**config.mk**
```make
export PLATFORM = sky130hd
export DESIGN_NAME = cart_mapper
export DESIGN_NICKNAME = d
export VERILOG_FILES = /design/src/rtl/cart_map_pkg.sv /design/src/rtl/cart_map_regs.sv /design/src/rtl/cart_map_decode.sv /design/src/rtl/cart_mapper.sv
export SDC_FILE = /design/constraint.sdc
export NUM_CORES = 1
export LEC_CHECK = 0
export CELL_PAD_IN_SITES_DETAIL_PLACEMENT = 1
export CELL_PAD_IN_SITES_GLOBAL_PLACEMENT = 2
export CORE_MARGIN = 2
export CORE_UTILIZATION = 19
export DETAILED_ROUTE_END_ITERATION = 7
export GPL_TIMING_DRIVEN = 0
export HOLD_SLACK_MARGIN = 0.08
export PLACE_DENSITY_LB_ADDON = 0.3
export SYNTH_ARGS = -nofsm -noshare
export SYNTH_HDL_FRONTEND = slang
export SYNTH_SLANG_ARGS = --single-unit
export TNS_END_PERCENT = 20
```
**constraint.sdc**
```tcl
create_clock -name clk -period 2.9 [get_ports clk]
set_clock_uncertainty 0.2 [all_clocks]
set_input_delay 0.435 -clock clk [delete_from_list [all_inputs] [get_ports clk]]
set_output_delay 0.435 -clock clk [all_outputs]
set_load 0.005 [all_outputs]
```
**src/rtl/cart_map_pkg.sv**
```systemverilog
package cart_map_pkg;
  localparam int CPU_AW     = 16;
  localparam int OFF_W      = 14;
  localparam int BANK_W     = 8;
  localparam int FIXED_W    = 10;
  localparam int NUM_BANKS  = 3;
  localparam int ROM_FULL_W = OFF_W + BANK_W;
  localparam int RAM_FULL_W = OFF_W + 1;

  localparam logic [CPU_AW-1:0] REG_CTRL  = 16'hFFFC;
  localparam logic [CPU_AW-1:0] REG_BANK0 = 16'hFFFD;

  typedef struct packed {
    logic ram_bank2;
    logic ram_en2;
    logic ram_en3;
  } ctrl_t;

  typedef logic [NUM_BANKS-1:0][BANK_W-1:0] bank_arr_t;

  typedef enum logic [1:0] {
    TGT_NONE = 2'd0,
    TGT_ROM  = 2'd1,
    TGT_RAM  = 2'd2
  } tgt_t;
endpackage

```
**src/rtl/cart_map_regs.sv**
```systemverilog
module cart_map_regs
  import cart_map_pkg::*;
(
  input  logic              clk,
  input  logic              rst,
  input  logic              wr,
  input  logic [CPU_AW-1:0] addr,
  input  logic [7:0]        wdata,
  output ctrl_t             ctrl,
  output bank_arr_t         banks
);
  always_ff @(posedge clk) begin
    if (rst) begin
      ctrl <= '0;
    end else if (wr && addr == REG_CTRL) begin
      ctrl <= '{ram_bank2: wdata[2], ram_en2: wdata[3], ram_en3: wdata[4]};
    end
  end

  for (genvar i = 0; i < NUM_BANKS; i++) begin : g_bank
    logic [BANK_W-1:0] bank_q;
    always_ff @(posedge clk) begin
      if (rst) begin
        bank_q <= BANK_W'(i);
      end else if (wr && addr == REG_BANK0 + CPU_AW'(i)) begin
        bank_q <= wdata;
      end
    end
    assign banks[i] = bank_q;
  end
endmodule

```
**src/rtl/cart_map_decode.sv**
```systemverilog
module cart_map_decode
  import cart_map_pkg::*;
(
  input  logic [CPU_AW-1:0]     addr,
  input  ctrl_t                 ctrl,
  input  bank_arr_t             banks,
  output tgt_t                  tgt,
  output logic [ROM_FULL_W-1:0] rom_full,
  output logic [RAM_FULL_W-1:0] ram_full
);
  logic [1:0]       page;
  logic [OFF_W-1:0] off;
  logic             fixed_hit;

  assign page      = addr[CPU_AW-1:OFF_W];
  assign off       = addr[OFF_W-1:0];
  assign fixed_hit = (off[OFF_W-1:FIXED_W] == '0);

  always_comb begin
    tgt      = TGT_NONE;
    rom_full = '0;
    ram_full = '0;
    unique case (page)
      2'd0: begin
        tgt      = TGT_ROM;
        rom_full = fixed_hit ? {{BANK_W{1'b0}}, off} : {banks[0], off};
      end
      2'd1: begin
        tgt      = TGT_ROM;
        rom_full = {banks[1], off};
      end
      2'd2: begin
        if (ctrl.ram_en2) begin
          tgt      = TGT_RAM;
          ram_full = {ctrl.ram_bank2, off};
        end else begin
          tgt      = TGT_ROM;
          rom_full = {banks[2], off};
        end
      end
      default: begin
        if (ctrl.ram_en3) begin
          tgt      = TGT_RAM;
          ram_full = {1'b0, off};
        end
      end
    endcase
  end
endmodule

```
**src/rtl/cart_mapper.sv**
```systemverilog
module cart_mapper
  import cart_map_pkg::*;
#(
  parameter int ROM_BYTES = 262144,
  parameter int RAM_BYTES = 32768,
  localparam int ROM_AW   = $clog2(ROM_BYTES),
  localparam int RAM_AW   = $clog2(RAM_BYTES)
) (
  input  logic              clk,
  input  logic              rst,
  input  logic [CPU_AW-1:0] cpu_addr,
  input  logic              cpu_rd,
  input  logic              cpu_wr,
  input  logic [7:0]        cpu_wdata,
  output logic [7:0]        cpu_rdata,
  output logic              cpu_claim,
  output logic [ROM_AW-1:0] rom_addr,
  output logic              rom_re,
  input  logic [7:0]        rom_data,
  output logic [RAM_AW-1:0] ram_addr,
  output logic              ram_re,
  output logic              ram_we,
  output logic [7:0]        ram_wdata,
  input  logic [7:0]        ram_rdata
);
  ctrl_t                 ctrl;
  bank_arr_t             banks;
  tgt_t                  tgt;
  logic [ROM_FULL_W-1:0] rom_full;
  logic [RAM_FULL_W-1:0] ram_full;
  logic                  rom_ok;
  logic                  ram_ok;

  cart_map_regs u_regs (
    .clk   (clk),
    .rst   (rst),
    .wr    (cpu_wr),
    .addr  (cpu_addr),
    .wdata (cpu_wdata),
    .ctrl  (ctrl),
    .banks (banks)
  );

  cart_map_decode u_decode (
    .addr     (cpu_addr),
    .ctrl     (ctrl),
    .banks    (banks),
    .tgt      (tgt),
    .rom_full (rom_full),
    .ram_full (ram_full)
  );

  assign rom_ok = (32'(rom_full) < ROM_BYTES);
  assign ram_ok = (32'(ram_full) < RAM_BYTES);

  assign rom_addr  = rom_full[ROM_AW-1:0];
  assign ram_addr  = ram_full[RAM_AW-1:0];
  assign ram_wdata = cpu_wdata;

  assign rom_re = cpu_rd && (tgt == TGT_ROM) && rom_ok;
  assign ram_re = cpu_rd && (tgt == TGT_RAM) && ram_ok;
  assign ram_we = cpu_wr && (tgt == TGT_RAM) && ram_ok;

  assign cpu_claim = (cpu_rd && (tgt != TGT_NONE)) || (cpu_wr && (tgt == TGT_RAM));

  always_comb begin
    if (rom_re)      cpu_rdata = rom_data;
    else if (ram_re) cpu_rdata = ram_rdata;
    else             cpu_rdata = 8'h00;
  end
endmodule

```
==> results of run 1 <==
## area by class of cell
cell class	count	area, µm²	area share (%)
multi-input combinational	151	1000	35.4
timing repair buffer	97	965	34.2
sequential	27	541	19.2
tap	105	131	4.66
buffer	22	120	4.26
clock buffer	3	41.3	1.46
inverter	4	15.0	0.532
clock inverter	1	7.51	0.266
## worst reg2reg max path: stages, from the launching register on
cell and delay, ns:
dfxtp_1 0.45, nand2b_1 0.09, mux2i_1 0.13
## per-stage QoR
step           cells  util [%]  TNS, ns  power, mW
3_3_place_gp     405      32.9    -9.74      0.580
2_1_floorplan    205         -        0      0.440
4_1_cts          410      34.1        0      0.810
3_5_place_dp     405      32.9    -8.08      0.581
6_report         410      34.2        0      0.802
5_1_grt          410      34.2        0      0.839
## metal layers
layer	GRT usage, %	vias up
met2	20.7	75
met5	0	-
li1	-	927
met1	18.2	913
met3	2.60	5
met4	2.93	0
## sequential cells by signal, summed over array words and instances (netlist names)
signal,count
u_regs.ctrl,3
u_regs.g_bank.bank_q,24
## layout by cell type, fill, tap and decap left out, types with 2 or more instances in the layout
| master | synthesis | layout |
|---|---|---|
| nor2b_1 | 4 | 2 |
| buf_4 | 8 | 9 |
| buf_2 | 5 | 5 |
| nand3_1 | 17 | 17 |
| a222oi_1 | 4 | 4 |
| and2_1 | 30 | 30 |
| nand4_1 | 7 | 7 |
| nor2_1 | 4 | 4 |
| nand2b_1 | 12 | 12 |
| dlygate4sd2_1 | 0 | 13 |
| inv_1 | 4 | 4 |
| o21ai_0 | 11 | 10 |
| a22o_1 | 9 | 9 |
| clkdlybuf4s50_1 | 0 | 81 |
| a21oi_1 | 19 | 19 |
| nor2b_2 | 0 | 2 |
| clkbuf_1 | 9 | 7 |
| nand2_1 | 4 | 4 |
| or4_1 | 4 | 3 |
| o21ai_1 | 10 | 11 |
| mux2i_1 | 9 | 9 |
| clkbuf_8 | 0 | 3 |
| dfxtp_1 | 27 | 27 |
## cell families (layout without fill, tap and decap cells)
kind of cell           count (synthesis)  count (layout)  share of synthesized area (%)
DFF                                   27              27                           33.1
AOI/OAI and AO/OA                     54              54                           20.8
and+or+nand+nor                       88              88                           32.1
buffers and inverters                 27             127                           8.43
muxes                                  9               9                           5.52
## power by group
group / internal, mW / total [mW] / switching (mW)
sequential: 0.370 / 0.370 / 0.00000168
combinational: 0.122 / 0.203 / 0.0804
clock: 0.0979 / 0.228 / 0.130
total: 0.591 / 0.802 / 0.211
## worst min-delay path by stage
stage | endpoint | slack (ns) | cells past startpoint
2_1_floorplan | u_regs.g_bank[0].bank_q[7] | 0.24 | 2
3_3_place_gp | u_regs.g_bank[2].bank_q[7] | 0.25 | 2
3_5_place_dp | u_regs.g_bank[1].bank_q[7] | 0.27 | 2
4_1_cts | u_regs.g_bank[0].bank_q[3] | 0.28 | 2
5_1_grt | u_regs.g_bank[2].bank_q[2] | 0.31 | 2
6_report | u_regs.g_bank[0].bank_q[5] | 0.28 | 2
## repair_timing
| item | 4_1_cts | 5_1_grt |
|---|---|---|
| setup buffers | 2 | 0 |
| endpoints found under the setup margin | 34 | 9 |
| gates resized for setup | 23 | 3 |
| pin swaps | 3 | 4 |
==> results.json, run 1 <==
{
  "cp.arrival_ns": 2.14,
  "ys.warnings.count": 0,
  "wl_met2_mm": 2.76,
  "ys.flop_type": "dfxtp_1",
  "initial_utilization_pct": 19.8,
  "worstHoldStart": "u_regs.g_bank[0].bank_q[5]",
  "r2r-end": "u_regs.ctrl[1]",
  "grt_pass1_wl_mm": 10.1,
  "dp_slack_ns": -0.524,
  "wl_mm": 6.20,
  "initialDrtViolationCount": 83,
  "crit_top_cell": "a22o_1",
  "final-max-slew-violation-count": 0,
  "crit_slowest_cell": "or4_4",
  "dr_wl_met3_um": 354,
  "period_needed_ns": 2.77,
  "met1_length_mm": 3.03,
  "irDropWorstVdd_mv": 0.154,
  "power_density_nw_per_um2": 284,
  "finalSetupViolCount": 0,
  "outcome": "finished clean",
  "r2r_setup_slack_ns": 1.98,
  "cts_tree": "built",
  "crit_cells": 6,
  "fillers": 991,
  "worstPathRequired_ns": 2.27,
  "grt_max_degree": 17,
  "synth_nets": 249,
  "root_buffer": "clkbuf_8",
  "gp_congestion": 0.727,
  "synth_top_area_share_pct": 33.1,
  "cp_top_family": "compound AO/OA/AOI/OAI gates",
  "synth_common_cells": "30 x and2_1, 27 x dfxtp_1, 19 x a21oi_1",
  "fin_ws_ns": 0.125,
  "routed.top_layer": "met4",
  "critPathLaunch": "u_regs.g_bank[1].bank_q[7]",
  "rsz0062_at_grt": "no",
  "die_w_um": 96.7,
  "grt-ovfl-total": 0,
  "synthTopCellsByArea": "dfxtp_1 33%, and2_1 12%, a21oi_1 5.8%, mux2i_1 5.5%, nand3_1 5.2%",
  "timing.fmax_ghz": 0.360,
  "cts_sinks": 27,
  "worstSetupPathType": "register to primary output",
  "fin_nets": 350,
  "fin_crit_sh_pct": 95.7,
  "cap_violations": 0,
  "drive_above_1_share_pct": 9.18,
  "ys_seq_elements": 27,
  "grt_pass1_vias": 1888,
  "reg2reg_depth": 2,
  "rows": 33,
  "synth_area_leader_cell": "dfxtp_1",
  "synth-seq-area-share_pct": 33.1,
  "cp_max_fo": 9,
  "htree_levels": 1,
  "holdWs_ns": 0.281,
  "ant_nets": 0,
  "routedWlPerCell_um": 15.1,
  "core-area_um2": 8260,
  "max_slew.worst_pin.slew_ns": 0.517,
  "cellLeakagePower_nw": 1.08,
  "syn_avg_cell_area_um2": 7.96,
  "cts.path.max_buffers": 2,
  "endpoint": "cpu_rdata[2]",
  "timing.rr.start": "u_regs.ctrl[1]",
  "hold_class": "register to register",
  "startpoint_type": "register",
  "synth.most_common_cell": "and2_1",
  "ctsHoldBuffers": 0,
  "cp.buffers_inverters": 2,
  "place_area_um2": 2710,
  "max_slew_margin_pct": 65.2,
  "async_flop_share_pct": 0,
  "hpwl_mm": 4.85,
  "clk_latency_ns": 0.28,
  "path_clk_slew_ns": 0.10,
  "worst_setup_path_end_kind": "primary output",
  "synth-edff-count": 0,
  "die_area_um2": 9340,
  "drc": 0,
  "die_y_um": 96.7,
  "antenna_found_initial": 0,
  "critPathMaxStageDelay_ns": 0.53,
  "num_vias": 1920,
  "firstDrtPassIters": 4,
  "stdcell_area_um2": 2820,
  "syn-cell-area_um2": 1630,
  "cts_inserted_buffers": 3,
  "crit_chain": "or4_4 > a22o_1 > a211oi_4 > buf_12 > a22o_1 > dlygate4sd2_1",
  "n_antenna_cell": 0,
  "pin_count": 97,
  "viasPerCell": 4.68,
  "hold_violations": 0,
  "portBuffers": 95,
  "synth_cells": 205,
  "synth.distinct_cells": 26,
  "area_delta_synth_final_pct": 72.9,
  "gr-usage-all-layers_pct": 13.0
}
Note: power is estimated with default switching activity, not from simulation.
==> inputs of run 2 (changes only) <==
--- a/config.mk
+++ b/config.mk
@@ -5,10 +5,9 @@
 export SDC_FILE = /design/constraint.sdc
 export NUM_CORES = 1
 export LEC_CHECK = 0
-export CELL_PAD_IN_SITES_DETAIL_PLACEMENT = 1
-export CELL_PAD_IN_SITES_GLOBAL_PLACEMENT = 2
+export CAP_MARGIN = 20
 export CORE_MARGIN = 2
-export CORE_UTILIZATION = 19
+export CORE_UTILIZATION = 38
 export DETAILED_ROUTE_END_ITERATION = 7
 export GPL_TIMING_DRIVEN = 0
 export HOLD_SLACK_MARGIN = 0.08
==> run 2 against run 1 <==
Effect of this change:
- cell count is 14% lower
- hold slack worse by 0.0062 ns
- power is 2.4% lower
- largest cell class unchanged
- largest power group unchanged
- highest routed layer unchanged
==> results.json, run 2 (same netlist as run 1, synthesis figures left out) <==
{
  "num_vias": 1886,
  "outcome": "finished clean",
  "routedWlPerCell_um": 15.1,
  "worstSetupPathType": "register to primary output",
  "fin_crit_sh_pct": 95.8,
  "max_slew_margin_pct": 64.5,
  "worstPathRequired_ns": 2.27,
  "cts_tree": "built",
  "final-max-slew-violation-count": 0,
  "cp_max_fo": 9,
  "hold_class": "register to register",
  "root_buffer": "clkbuf_8",
  "ant_nets": 0,
  "holdWs_ns": 0.275,
  "grt_pass1_vias": 1828,
  "final_util_pct": 67.4,
  "portBuffers": 95,
  "max_slew.worst_pin.slew_ns": 0.528,
  "period_needed_ns": 2.78,
  "gr-usage-all-layers_pct": 22.7,
  "path_clk_slew_ns": 0.09,
  "clk_latency_ns": 0.27,
  "pin_count": 97,
  "drc": 0,
  "antenna_found_initial": 0,
  "p_switching_mw": 0.191,
  "swShare_pct": 24.5,
  "n_antenna_cell": 0,
  "fin_ws_ns": 0.121,
  "ctsHoldBuffers": 0,
  "power_density_nw_per_um2": 286,
  "initialDrtViolationCount": 100,
  "p_comb_share_pct": 25.4,
  "drive_above_1_share_pct": 7.89,
  "gp_congestion": 0.852,
  "wl_mm": 5.35,
  "cap_violations": 0,
  "core-area_um2": 4060,
  "rows": 23,
  "worst_setup_path_end_kind": "primary output",
  "die_y_um": 69.5,
  "grt_max_degree": 15,
  "sequentialPowerShare_pct": 47.3,
  "finalSetupViolCount": 0,
  "register_area_um2": 541,
  "fin_nets": 349,
  "hpwl_mm": 4.28,
  "multi_input_area_um2": 993,
  "grt_pass1_wl_mm": 9.07,
  "firstDrtPassIters": 7,
  "irDropWorstVdd_mv": 0.179,
  "cts_inserted_buffers": 3,
  "dp_slack_ns": -0.417,
  "rsz0062_at_grt": "no",
  "cp.arrival_ns": 2.14,
  "startpoint_type": "register",
  "area_delta_synth_final_pct": 67.6,
  "timing.fmax_ghz": 0.360,
  "cts_sinks": 27,
  "hold_violations": 0,
  "grt-ovfl-total": 0,
  "final_cell_mix": "82 x clkdlybuf4s50_1, 30 x and2_1, 27 x dfxtp_1",
  "p_int_mw": 0.591,
  "htree_levels": 1,
  "largest_register_ffs": 24,
  "fillers": 346,
  "largestRegisters": "u_regs.g_bank.bank_q (24), u_regs.ctrl (3)",
  "top_register": "u_regs.g_bank.bank_q",
  "initial_utilization_pct": 40.2,
  "viasPerCell": 5.33,
  "cts.path.max_buffers": 2,
  "clkPwrFrac_pct": 27.2,
  "final_common_cell": "clkdlybuf4s50_1",
  "cellLeakagePower_nw": 1.08,
  "die_w_um": 69.5,
  "die_area_um2": 4830
}
[run 2: repair_timing]
action	in CTS	in global routing
endpoints found under the setup margin	28	20
pin swaps	3	5
setup buffers	1	0
resized for setup	19	4
[run 2: metrics by stage]
stage	std cells	TNS, ns	instance area (µm²)	total power [mW]
final	354	0	2740	0.782
after global routing	354	0	2740	0.815
after CTS	354	0	2730	0.786
after detailed placement	350	-6.68	2650	0.575
after global placement	350	-6.17	2650	0.573
after floorplan	205	0	1630	0.440
[run 2: worst max-delay path, stage by stage, from the launching register on]
cell           delay (ns)
dfxtp_1              0.32
or4_1                0.54
a22o_1               0.26
a211oi_4             0.25
buf_12               0.15
a22o_1               0.11
dlygate4sd2_1        0.24
[run 2: path summary, 6_finish.rpt]
check,start,endpoint,slack [ns],cells after the start
worst min-delay path,u_regs.g_bank[1].bank_q[6],u_regs.g_bank[1].bank_q[6],0.27,2
worst min register to register,u_regs.g_bank[1].bank_q[6],u_regs.g_bank[1].bank_q[6],0.27,2
worst max-delay path,u_regs.g_bank[1].bank_q[7],cpu_rdata[3],0.12,6
worst max register to register,u_regs.ctrl[1],u_regs.ctrl[1],2.01,2
[run 2: final cells by class]
type / instances / area share (%)
buffer: 22 / 4.39
multi-input combinational: 151 / 36.3
sequential: 27 / 19.8
inverter: 4 / 0.549
timing repair buffer: 96 / 35.0
clock buffer: 4 / 1.65
tap: 50 / 2.29
[run 2: metal layers]
layer | up-vias | share of wire (%) | GRT usage (%)
met5 | - | 0 | 0
met4 | 0 | 0.99 | 5.88
met3 | 5 | 6.2 | 2.62
met2 | 86 | 47 | 37.6
met1 | 864 | 46 | 31.3
li1 | 931 | - | -
[run 2: power by group through the flow]
stage | Clock [mW] | Sequential, mW | Combinational, mW
after global routing | 0.231 | 0.370 | 0.214
final | 0.213 | 0.370 | 0.199
after detailed placement | 0 | 0.379 | 0.196
after CTS | 0.216 | 0.370 | 0.199
after global placement | 0 | 0.379 | 0.194
after floorplan | 0 | 0.379 | 0.0610
